`src/rtl/irw_pkg.sv`:
```
package irw_pkg;
  localparam int DATA_W     = 32;
  localparam int ENTRY_W    = 64;
  localparam logic [7:0] OFS_SEL = 8'h00;
  localparam logic [7:0] OFS_WIN = 8'h10;
  localparam int SEL_ID     = 0;
  localparam int SEL_VER    = 1;
  localparam int SEL_ARB    = 2;
  localparam int SEL_ENTRY0 = 16;
  localparam int RIRR_BIT   = 14;
  localparam int MASK_BIT   = 16;

  typedef enum logic [2:0] {
    K_ID,
    K_VER,
    K_ARB,
    K_ENT,
    K_NONE
  } sel_kind_e;
endpackage

```
`src/rtl/irw_select_decode.sv`:
```
module irw_select_decode
  import irw_pkg::*;
#(
  parameter int PINS  = 24,
  parameter int IDX_W = $clog2(PINS)
) (
  input  logic [DATA_W-1:0] sel,
  output sel_kind_e         kind,
  output logic              half_hi,
  output logic [IDX_W-1:0]  idx
);
  localparam logic [DATA_W-1:0] ENT_LO = DATA_W'(SEL_ENTRY0);
  localparam logic [DATA_W-1:0] ENT_HI = DATA_W'(SEL_ENTRY0 + 2 * PINS);

  logic [DATA_W-1:0] off;
  logic              unused_off;

  assign off        = sel - ENT_LO;
  assign unused_off = &{1'b0, off[DATA_W-1:IDX_W+1]};
  assign half_hi    = off[0];
  assign idx        = off[IDX_W:1];

  always_comb begin
    if (sel == DATA_W'(SEL_ID))                    kind = K_ID;
    else if (sel == DATA_W'(SEL_VER))              kind = K_VER;
    else if (sel == DATA_W'(SEL_ARB))              kind = K_ARB;
    else if (sel >= ENT_LO && sel < ENT_HI)        kind = K_ENT;
    else                                           kind = K_NONE;
  end
endmodule

```
`src/rtl/irw_entry_bank.sv`:
```
module irw_entry_bank
  import irw_pkg::*;
#(
  parameter int PINS  = 24,
  parameter int IDX_W = $clog2(PINS)
) (
  input  logic                    clk,
  input  logic                    rst_n,
  input  logic                    wr_en,
  input  logic                    wr_hi,
  input  logic [IDX_W-1:0]        wr_idx,
  input  logic [DATA_W-1:0]       wdata,
  output logic [PINS*ENTRY_W-1:0] table_flat
);
  localparam logic [ENTRY_W-1:0] RST_ENTRY = ENTRY_W'(1) << MASK_BIT;

  for (genvar gi = 0; gi < PINS; gi++) begin : g_ent
    logic [ENTRY_W-1:0] ent_q;
    logic               hit;

    assign hit = wr_en && (wr_idx == IDX_W'(gi));

    always_ff @(posedge clk) begin
      if (!rst_n) begin
        ent_q <= RST_ENTRY;
      end else if (hit) begin
        if (wr_hi) ent_q[63:32] <= wdata;
        else       ent_q[31:0]  <= {wdata[31:RIRR_BIT+1], 1'b0, wdata[RIRR_BIT-1:0]};
      end
    end

    assign table_flat[gi*ENTRY_W +: ENTRY_W] = ent_q;


    lo_write_clears_rirr_chk: assert property (@(posedge clk) disable iff (!rst_n)
      (hit && !wr_hi) |=> !table_flat[gi*ENTRY_W + RIRR_BIT]);


    hi_write_keeps_lo_chk: assert property (@(posedge clk) disable iff (!rst_n)
      (hit && wr_hi) |=> $stable(table_flat[gi*ENTRY_W +: 32]));


    other_entry_stable_chk: assert property (@(posedge clk) disable iff (!rst_n)
      (wr_en && wr_idx != IDX_W'(gi)) |=> $stable(table_flat[gi*ENTRY_W +: ENTRY_W]));
  end
endmodule

```
`src/rtl/irw_read_mux.sv`:
```
module irw_read_mux
  import irw_pkg::*;
#(
  parameter int          PINS    = 24,
  parameter int          IDX_W   = $clog2(PINS),
  parameter logic [7:0]  VERSION = 8'h11
) (
  input  logic [7:0]              addr_lo,
  input  logic [DATA_W-1:0]       sel,
  input  logic [3:0]              ctl_id,
  input  sel_kind_e               kind,
  input  logic                    half_hi,
  input  logic [IDX_W-1:0]        idx,
  input  logic [PINS*ENTRY_W-1:0] table_flat,
  output logic [DATA_W-1:0]       rdata
);
  localparam logic [7:0] PIN_MAX = 8'(PINS - 1);

  logic [ENTRY_W-1:0] ent;
  logic [DATA_W-1:0]  win;

  always_comb begin
    ent = '0;
    if (int'(idx) < PINS) ent = table_flat[int'(idx)*ENTRY_W +: ENTRY_W];
  end

  always_comb begin
    unique case (kind)
      K_ID, K_ARB: win = {4'h0, ctl_id, 24'h0};
      K_VER:       win = {8'h00, PIN_MAX, 8'h00, VERSION};
      K_ENT:       win = half_hi ? ent[63:32] : ent[31:0];
      default:     win = '0;
    endcase
  end

  always_comb begin
    if (addr_lo == OFS_SEL)      rdata = sel;
    else if (addr_lo == OFS_WIN) rdata = win;
    else                         rdata = '0;
  end
endmodule

```
`src/rtl/irq_route_regwin.sv`:
```
module irq_route_regwin
  import irw_pkg::*;
#(
  parameter int         PINS    = 24,
  parameter int         ADDR_W  = 32,
  parameter logic [7:0] VERSION = 8'h11,
  parameter int         IDX_W   = $clog2(PINS)
) (
  input  logic                    clk,
  input  logic                    rst_n,
  input  logic [ADDR_W-1:0]       bus_addr,
  input  logic                    bus_wr_en,
  input  logic [DATA_W-1:0]       bus_wdata,
  output logic [DATA_W-1:0]       bus_rdata,
  output logic [PINS*ENTRY_W-1:0] entry_table,
  output logic                    upd_valid,
  output logic [IDX_W-1:0]        upd_index
);
  logic [7:0]        addr_lo;
  logic              unused_addr;
  logic [DATA_W-1:0] sel_q;
  logic [3:0]        id_q;
  sel_kind_e         kind;
  logic              half_hi;
  logic [IDX_W-1:0]  idx;
  logic              sel_wr, win_wr, id_wr, ent_wr;

  assign addr_lo     = bus_addr[7:0];
  assign unused_addr = &{1'b0, bus_addr[ADDR_W-1:8]};

  assign sel_wr = bus_wr_en && (addr_lo == OFS_SEL);
  assign win_wr = bus_wr_en && (addr_lo == OFS_WIN);
  assign id_wr  = win_wr && (kind == K_ID);
  assign ent_wr = win_wr && (kind == K_ENT);

  irw_select_decode #(.PINS(PINS), .IDX_W(IDX_W)) u_dec (
    .sel     (sel_q),
    .kind    (kind),
    .half_hi (half_hi),
    .idx     (idx)
  );

  always_ff @(posedge clk) begin
    if (!rst_n) begin
      sel_q <= '0;
      id_q  <= '0;
    end else begin
      if (sel_wr) sel_q <= bus_wdata;
      if (id_wr)  id_q  <= bus_wdata[27:24];
    end
  end

  irw_entry_bank #(.PINS(PINS), .IDX_W(IDX_W)) u_bank (
    .clk        (clk),
    .rst_n      (rst_n),
    .wr_en      (ent_wr),
    .wr_hi      (half_hi),
    .wr_idx     (idx),
    .wdata      (bus_wdata),
    .table_flat (entry_table)
  );

  irw_read_mux #(.PINS(PINS), .IDX_W(IDX_W), .VERSION(VERSION)) u_rd (
    .addr_lo    (addr_lo),
    .sel        (sel_q),
    .ctl_id     (id_q),
    .kind       (kind),
    .half_hi    (half_hi),
    .idx        (idx),
    .table_flat (entry_table),
    .rdata      (bus_rdata)
  );

  always_ff @(posedge clk) begin
    if (!rst_n) begin
      upd_valid <= 1'b0;
      upd_index <= '0;
    end else begin
      upd_valid <= ent_wr;
      if (ent_wr) upd_index <= idx;
    end
  end


  upd_from_window_write_chk: assert property (@(posedge clk) disable iff (!rst_n)
    upd_valid |-> ($past(bus_wr_en) && $past(bus_addr[7:0]) == OFS_WIN));


  upd_index_in_range_chk: assert property (@(posedge clk) disable iff (!rst_n)
    upd_valid |-> (int'(upd_index) < PINS));


  bad_select_no_change_chk: assert property (@(posedge clk) disable iff (!rst_n)
    (win_wr && kind == K_NONE) |=> ($stable(entry_table) && $stable(id_q) && $stable(sel_q)));


  bad_offset_no_change_chk: assert property (@(posedge clk) disable iff (!rst_n)
    (bus_wr_en && addr_lo != OFS_SEL && addr_lo != OFS_WIN)
      |=> ($stable(entry_table) && $stable(id_q) && $stable(sel_q)));


  id_only_by_id_write_chk: assert property (@(posedge clk) disable iff (!rst_n)
    !(bus_wr_en && addr_lo == OFS_WIN && sel_q == 0) |=> $stable(id_q));
endmodule

```
`config.mk`:
```
export PLATFORM = sky130hd
export DESIGN_NAME = irq_route_regwin
export DESIGN_NICKNAME = d
export VERILOG_FILES = /design/src/rtl/irw_pkg.sv /design/src/rtl/irw_select_decode.sv /design/src/rtl/irw_entry_bank.sv /design/src/rtl/irw_read_mux.sv /design/src/rtl/irq_route_regwin.sv
export SDC_FILE = /design/constraint.sdc
export NUM_CORES = 2
export LEC_CHECK = 0
export ABC_AREA = 1
export BUFFER_PORTS_ARGS = -buffer_cell sky130_fd_sc_hd__buf_2
export CAP_MARGIN = 20
export CORE_AREA = 2 2 642 644
export DETAILED_ROUTE_END_ITERATION = 12
export DIE_AREA = 0 0 644 646
export PLACE_DENSITY = 0.37
export SETUP_SLACK_MARGIN = 0.3
export SLEW_MARGIN = 40
export SYNTH_ARGS = -nofsm -noshare
export SYNTH_HDL_FRONTEND = slang
export SYNTH_HIERARCHICAL = 1
export SYNTH_SLANG_ARGS = --single-unit
```
`constraint.sdc`:
```
create_clock -name clk -period 3.42 [get_ports clk]
set_input_delay 0.513 -clock clk [delete_from_list [all_inputs] [get_ports clk]]
set_output_delay 0.513 -clock clk [all_outputs]
set_load 0.05 [all_outputs]
```
Word-level counts from Yosys, hierarchy flattened
Cells that the tools add are included.
Operators by class
  muxes and demuxes: 9
  magnitude comparators: 3
  shift operators: 1
  eq/ne operators: 29
  add/sub/neg operators: 1
  reduce and logical (&&, ||, !) cells: 82
  bitwise logic cells: 1
Operators with widths (count)
  $shiftx A1536 B12 Y64: 1
  $mux W32: 3
  $pmux W32 S3: 1
  $reduce_and A2 Y1: 48
  $mux W64: 1
  $eq A5 B4 Y1 const B: 8
  $eq A5 B5 Y1 const B: 8
  $eq A32 B1 Y1 const B: 1
  $eq A32 B2 Y1 const B: 1
  $ge A32 B5 Y1 const B: 1
  $logic_not A32 Y1: 1
  $lt A32 B7 Y1 const B: 1
  $logic_and A1 B1 Y1: 29
  $eq A5 B3 Y1 const B: 4
  $mux W3: 4
  $eq A5 B2 Y1 const B: 2
  $eq A8 B5 Y1 const B: 1
  $logic_not A8 Y1: 1
  $eq A3 B2 Y1 const B: 2
  $sub A6 B5 Y6 const B: 1
  $eq A5 B1 Y1 const B: 1
  $logic_not A5 Y1: 1
  $lt A5 B5 Y1 const B: 1
  $eq A3 B1 Y1 const B: 1
  other kinds (3): 3
Storage, ports and cells
  input port bits: 67
  bits in registers: 1554
  word-level logic and storage cells: 178

Logic depth before layout (Yosys ltp)
  word-level depth: 11
  depth in mapped cells: 20
  gate-level depth less buffers: 18

Modules after synthesis
Netlist, hierarchy kept.
Modules (own cells, without submodules)
  irw_entry_bank: sequential area each 30269.0 um2, instances 1, cells an instance 9376, area an instance 63253.2 um2
  irw_read_mux: sequential area each 0.0 um2, instances 1, cells an instance 3509, area an instance 15542.4 um2
  irq_route_regwin: sequential area each 840.8 um2, instances 1, cells an instance 236, area an instance 1705.4 um2
  irw_select_decode: sequential area each 0.0 um2, instances 1, cells an instance 61, area an instance 284.0 um2

Least setup slack after synthesis
OpenSTA, ideal clock, no wires.
  path type: flip-flop to flip-flop
  start point: register sel_q[4]
  end point: register u_bank.g_ent[17].ent_q[32]
  setup time: 0.114 ns
  slack: 0.228 ns
  cell stages (with the launch flop): 19
  arrival: 3.078 ns
  period minus slack after synthesis: 3.192 ns
  data required time: 3.306 ns
  path through: dfxtp_1 inv_1 ha_1 inv_1 nor2_1 nand3_1 nor2_1 nor2_1 nand2_1 nor2_1 nand3_2 inv_1 nand2_1 nor2_1 clkbuf_1 clkbuf_1 nand4_1 nand2_1 nor2_1
On the way
  elaborated cells on any way between the ends: 16
  classes of those cells: add/sub (1); order compare (2); eq/ne (4); mux (4); reduce/logical (5)
RTL lines
  from (decl): line irq_route_regwin.sv:21  | logic [DATA_W-1:0] sel_q;
  from (signal assigned): line irq_route_regwin.sv:48  | if (sel_wr) sel_q <= bus_wdata;
  $sub A6 B5 Y6: line irw_select_decode.sv:18  | assign off = sel - ENT_LO;
  named net idx[3]: line irq_route_regwin.sv:25  | logic [IDX_W-1:0] idx;
  $eq A5 B5 Y1: line irw_entry_bank.sv:21  | assign hit = wr_en && (wr_idx == IDX_W'(gi));
  $logic_and A1 B1 Y1: line irw_entry_bank.sv:21
  $reduce_and A2 Y1 (no line)
  to (signal assigned): line irw_entry_bank.sv:27  | if (wr_hi) ent_q[63:32] <= wdata;
  to (decl): line irw_entry_bank.sv:18  | logic [ENTRY_W-1:0] ent_q;
The timed path passes the listed nets, and every way through them passes these cells.
A chain may end at the register's enable or synchronous reset.

Final worst setup path
  start point: register sel_q[1]
  end point: output port bus_rdata[8]
On the way
  word-level cells in the longest chain between the ends: 11
  elaborated cells on any way between the ends: 23
  classes of those cells: add/sub (1); order compare (3); eq/ne (5); shift (1); mux (9); reduce/logical (4)
Ends and longest elaborated chain
  branches (longest 8 deep; another with $sub A6 B5 Y6)
  $pmux W32 S3 (*): line irw_read_mux.sv:28  | unique case (kind)
  $mux W32 (*): line irw_read_mux.sv:38  | else if (addr_lo == OFS_WIN) rdata = win;
  $mux W32 (*): line irw_read_mux.sv:37  | if (addr_lo == OFS_SEL) rdata = sel;
  to (decl): line irq_route_regwin.sv:14  | output logic [DATA_W-1:0] bus_rdata,
Every way passes the cells marked *.

==> impl_metrics.env <==
export IMPL_status="complete, but fails checks"
export IMPL_violations="setup timing"
export IMPL_drc=0
export IMPL_vias_per_cell=4.91
export IMPL_path_max_fanout=10
export IMPL_period_needed_ns=4.30
export IMPL_timing_hold_violations_final=0
export IMPL_relSlewSlack=0.374
export IMPL_synth_cells=13182
export IMPL_ios=1641
export IMPL_power_frac_seq=0.414
export IMPL_drive_above_1_share=0.249
export IMPL_synth_warnings=6
export IMPL_tns_ns=-24.50
export IMPL_place_gp_congestion=0.923
export IMPL_tightest_slew_ns=0.939
export IMPL_cts_tree="done"
export IMPL_setup_violations_final=48
export IMPL_min_delay_path_class="in -> reg"
export IMPL_place_ws_ns=-0.472
export IMPL_grt_pass1_vias=91097
export IMPL_multi_input_area_um2=44800
export IMPL_hpwl_um=506000
export IMPL_clockRootBuffer="clkbuf_16"
export IMPL_max_cap_viol_count=0
export IMPL_arrival_ns=3.78
export IMPL_via_count=100492
export IMPL_final_cell_mix="nand2_1, nor2_1, dfxtp_1"
export IMPL_clockBufferDepth=4
export IMPL_endpoint_kind="output port"
export IMPL_p_int_uw=31800
export IMPL_area_growth_synth_to_final_pct=44.2
export IMPL_cts_sinks=1554
export IMPL_synthArstFlopShare=0
export IMPL_power_density_nw_per_um2=375
export IMPL_n_fill_cell=45683
export IMPL_grt_pass1_wl_um=898000
export IMPL_ir_drop_v=0.000372
export IMPL_wire_per_inst_um=34.1
export IMPL_crit_type="reg -> out"
export IMPL_syn_area_um2=80800
export IMPL_hold_slack_ns=0.0717
export IMPL_grt_overflow_total=0
export IMPL_regArea_um2=31100
export IMPL_path_clk_slew_ns=0.06
export IMPL_yosysUniqueCellTypes=30
export IMPL_rsz0062_at_grt="true"
export IMPL_groute_usage_overall=0.318
export IMPL_clk_latency_ns=0.95
export IMPL_synth_edf_count=0
export IMPL_synth_ff_type="dfxtp_1"
export IMPL_avgSynthCellArea_um2=6.13
export IMPL_ys_seq_area_frac=0.385
export IMPL_leakage_uw=0.0540
export IMPL_rows=235
export IMPL_fin_ws_ns=-0.876
export IMPL_die_area_um2=416000
export IMPL_totalPowerFinal_uw=43700
export IMPL_grt_max_degree=147
export IMPL_synth_seq_cells=1554
export IMPL_final_common_cell="nand2_1"
export IMPL_p_sw_uw=11900
export IMPL_start_util=0.198
export IMPL_cts_buffers=208
export IMPL_htree_levels=4
export IMPL_r2r_slack_ns=-0.08
export IMPL_dr_first_iter_drc_count=11458
export IMPL_period_share=1.26
export IMPL_fmax_ghz=0.233
export IMPL_drtPass1Iterations=8
export IMPL_combPwrFrac=0.054
export IMPL_antenna_found_initial=69
export IMPL_required_ns=2.91
export IMPL_finalMaxSlewViolations=0
export IMPL_die_h_um=646
export IMPL_clkPwrFrac=0.531
export IMPL_crit_path_start_kind="flip-flop"
export IMPL_nets=14899
export IMPL_skew_ns=0.0441
export IMPL_ant_nets=0
export IMPL_swShare=0.272
export IMPL_die_w_um=644
export IMPL_port_buffers=1592
export IMPL_wl_um=698000
export IMPL_core_um2=409000
## layer usage
layer / vias to the layer above / track usage / routed length [um]
li1: 45210 / - / -
met1: 49004 / 0.398 / 283000
met5: - / 0 / 68
met3: 1101 / 0.0737 / 58500
met2: 5167 / 0.499 / 308000
met4: 10 / 0.184 / 48500
## worst max-delay path, stage by stage (launching register included)
cell     delay (ns)
dfxtp_4        0.37
buf_6          0.10
buf_12         0.14
buf_16         0.16
buf_12         0.16
buf_16         0.15
buf_12         0.11
o21ai_0        0.08
o22ai_1        0.19
nand2_1        0.28
nand2_1        0.25
nand3_1        0.15
nand3_4        0.14
buf_12         0.15
nand3_4        0.09
nand2_4        0.10
buf_12         0.14
## final cells by class
cell class              instances  area share
multi-input cells            9366       0.385
flip-flops and latches       1554       0.267
repair buffers               2672       0.195
well taps                    5451      0.0585
clock buffers                 326      0.0530
inverters                    1025      0.0344
clock inverters                48     0.00587
repair inverters                3    0.000483
diodes                         19    0.000408
## cells by family after synthesis
family,share of synthesized area
buf+inv,0.114
fa+ha+maj,0.000310
simple gates,0.443
flops,0.385
compound gates,0.0580
other cells,0.0000464
## flip-flops by register name, indices dropped and copies added, names as in the netlist
signal / cells
upd_index: 5
sel_q: 32
u_bank/g_ent.ent_q: 1512
upd_valid: 1
id_q: 4
## power by group through the flow
stage | combinational (uW) | sequential (uW) | clock (uW)
CTS | 2320 | 18100 | 23600
floorplan | 900 | 18500 | 0
global route | 2390 | 18100 | 24200
finish | 2370 | 18100 | 23200
detailed placement | 2280 | 18500 | 0
global placement | 2290 | 18500 | 0
## through the flow
| step | util | cells | area [um^2] |
|---|---|---|---|
| after floorplan | - | 13205 | 80900 |
| after global placement | 0.251 | 19935 | 103000 |
| after detailed placement | 0.251 | 19936 | 103000 |
| after CTS | 0.279 | 20398 | 114000 |
| after global routing | 0.285 | 20447 | 116000 |
| final | 0.285 | 20464 | 117000 |
## final timing paths
check,start,endpoint,depth (start not counted)
setup reg to reg,sel_q[1],u_bank/g_ent[3].ent_q[34],22
setup / recovery,sel_q[1],bus_rdata[8],16
hold reg to reg,u_bank/g_ent[11].ent_q[16],u_bank/g_ent[11].ent_q[16],2
hold / removal,bus_wdata[10],sel_q[10],3
## what timing repair did
action	in CTS	in global routing
gates cloned	36	9
setup endpoints to repair	1544	1544
pin swaps	130	177
hold buffers	6	0
setup buffers	46	36
resized for setup	716	411
endpoints found under the hold margin	34	0
## cell usage after synthesis (2+ instances only)
| cell type | instances | area, um^2 |
|---|---|---|
| o21ai_0 | 274 | 1370 |
| a21boi_0 | 124 | 931 |
| buf_1 | 176 | 661 |
| buf_2 | 228 | 1140 |
| buf_4 | 70 | 526 |
| nor2_1 | 2877 | 10800 |
| ha_1 | 2 | 25.0 |
| nand2_1 | 3726 | 14000 |
| nand3_1 | 818 | 4090 |
| nand3_2 | 3 | 30.0 |
| inv_2 | 6 | 22.5 |
| buf_6 | 7 | 78.8 |
| nor3_1 | 3 | 15.0 |
| clkbuf_1 | 779 | 2920 |
| o22ai_1 | 98 | 613 |
| a21oi_1 | 205 | 1030 |
| o31ai_1 | 46 | 345 |
| nor2_2 | 5 | 31.3 |
| o211ai_1 | 17 | 128 |
| nand4_1 | 1085 | 6790 |
| o21ai_1 | 54 | 270 |
| dfxtp_1 | 1554 | 31100 |
| inv_1 | 1018 | 3820 |
Power figures use the tool's default switching activity.
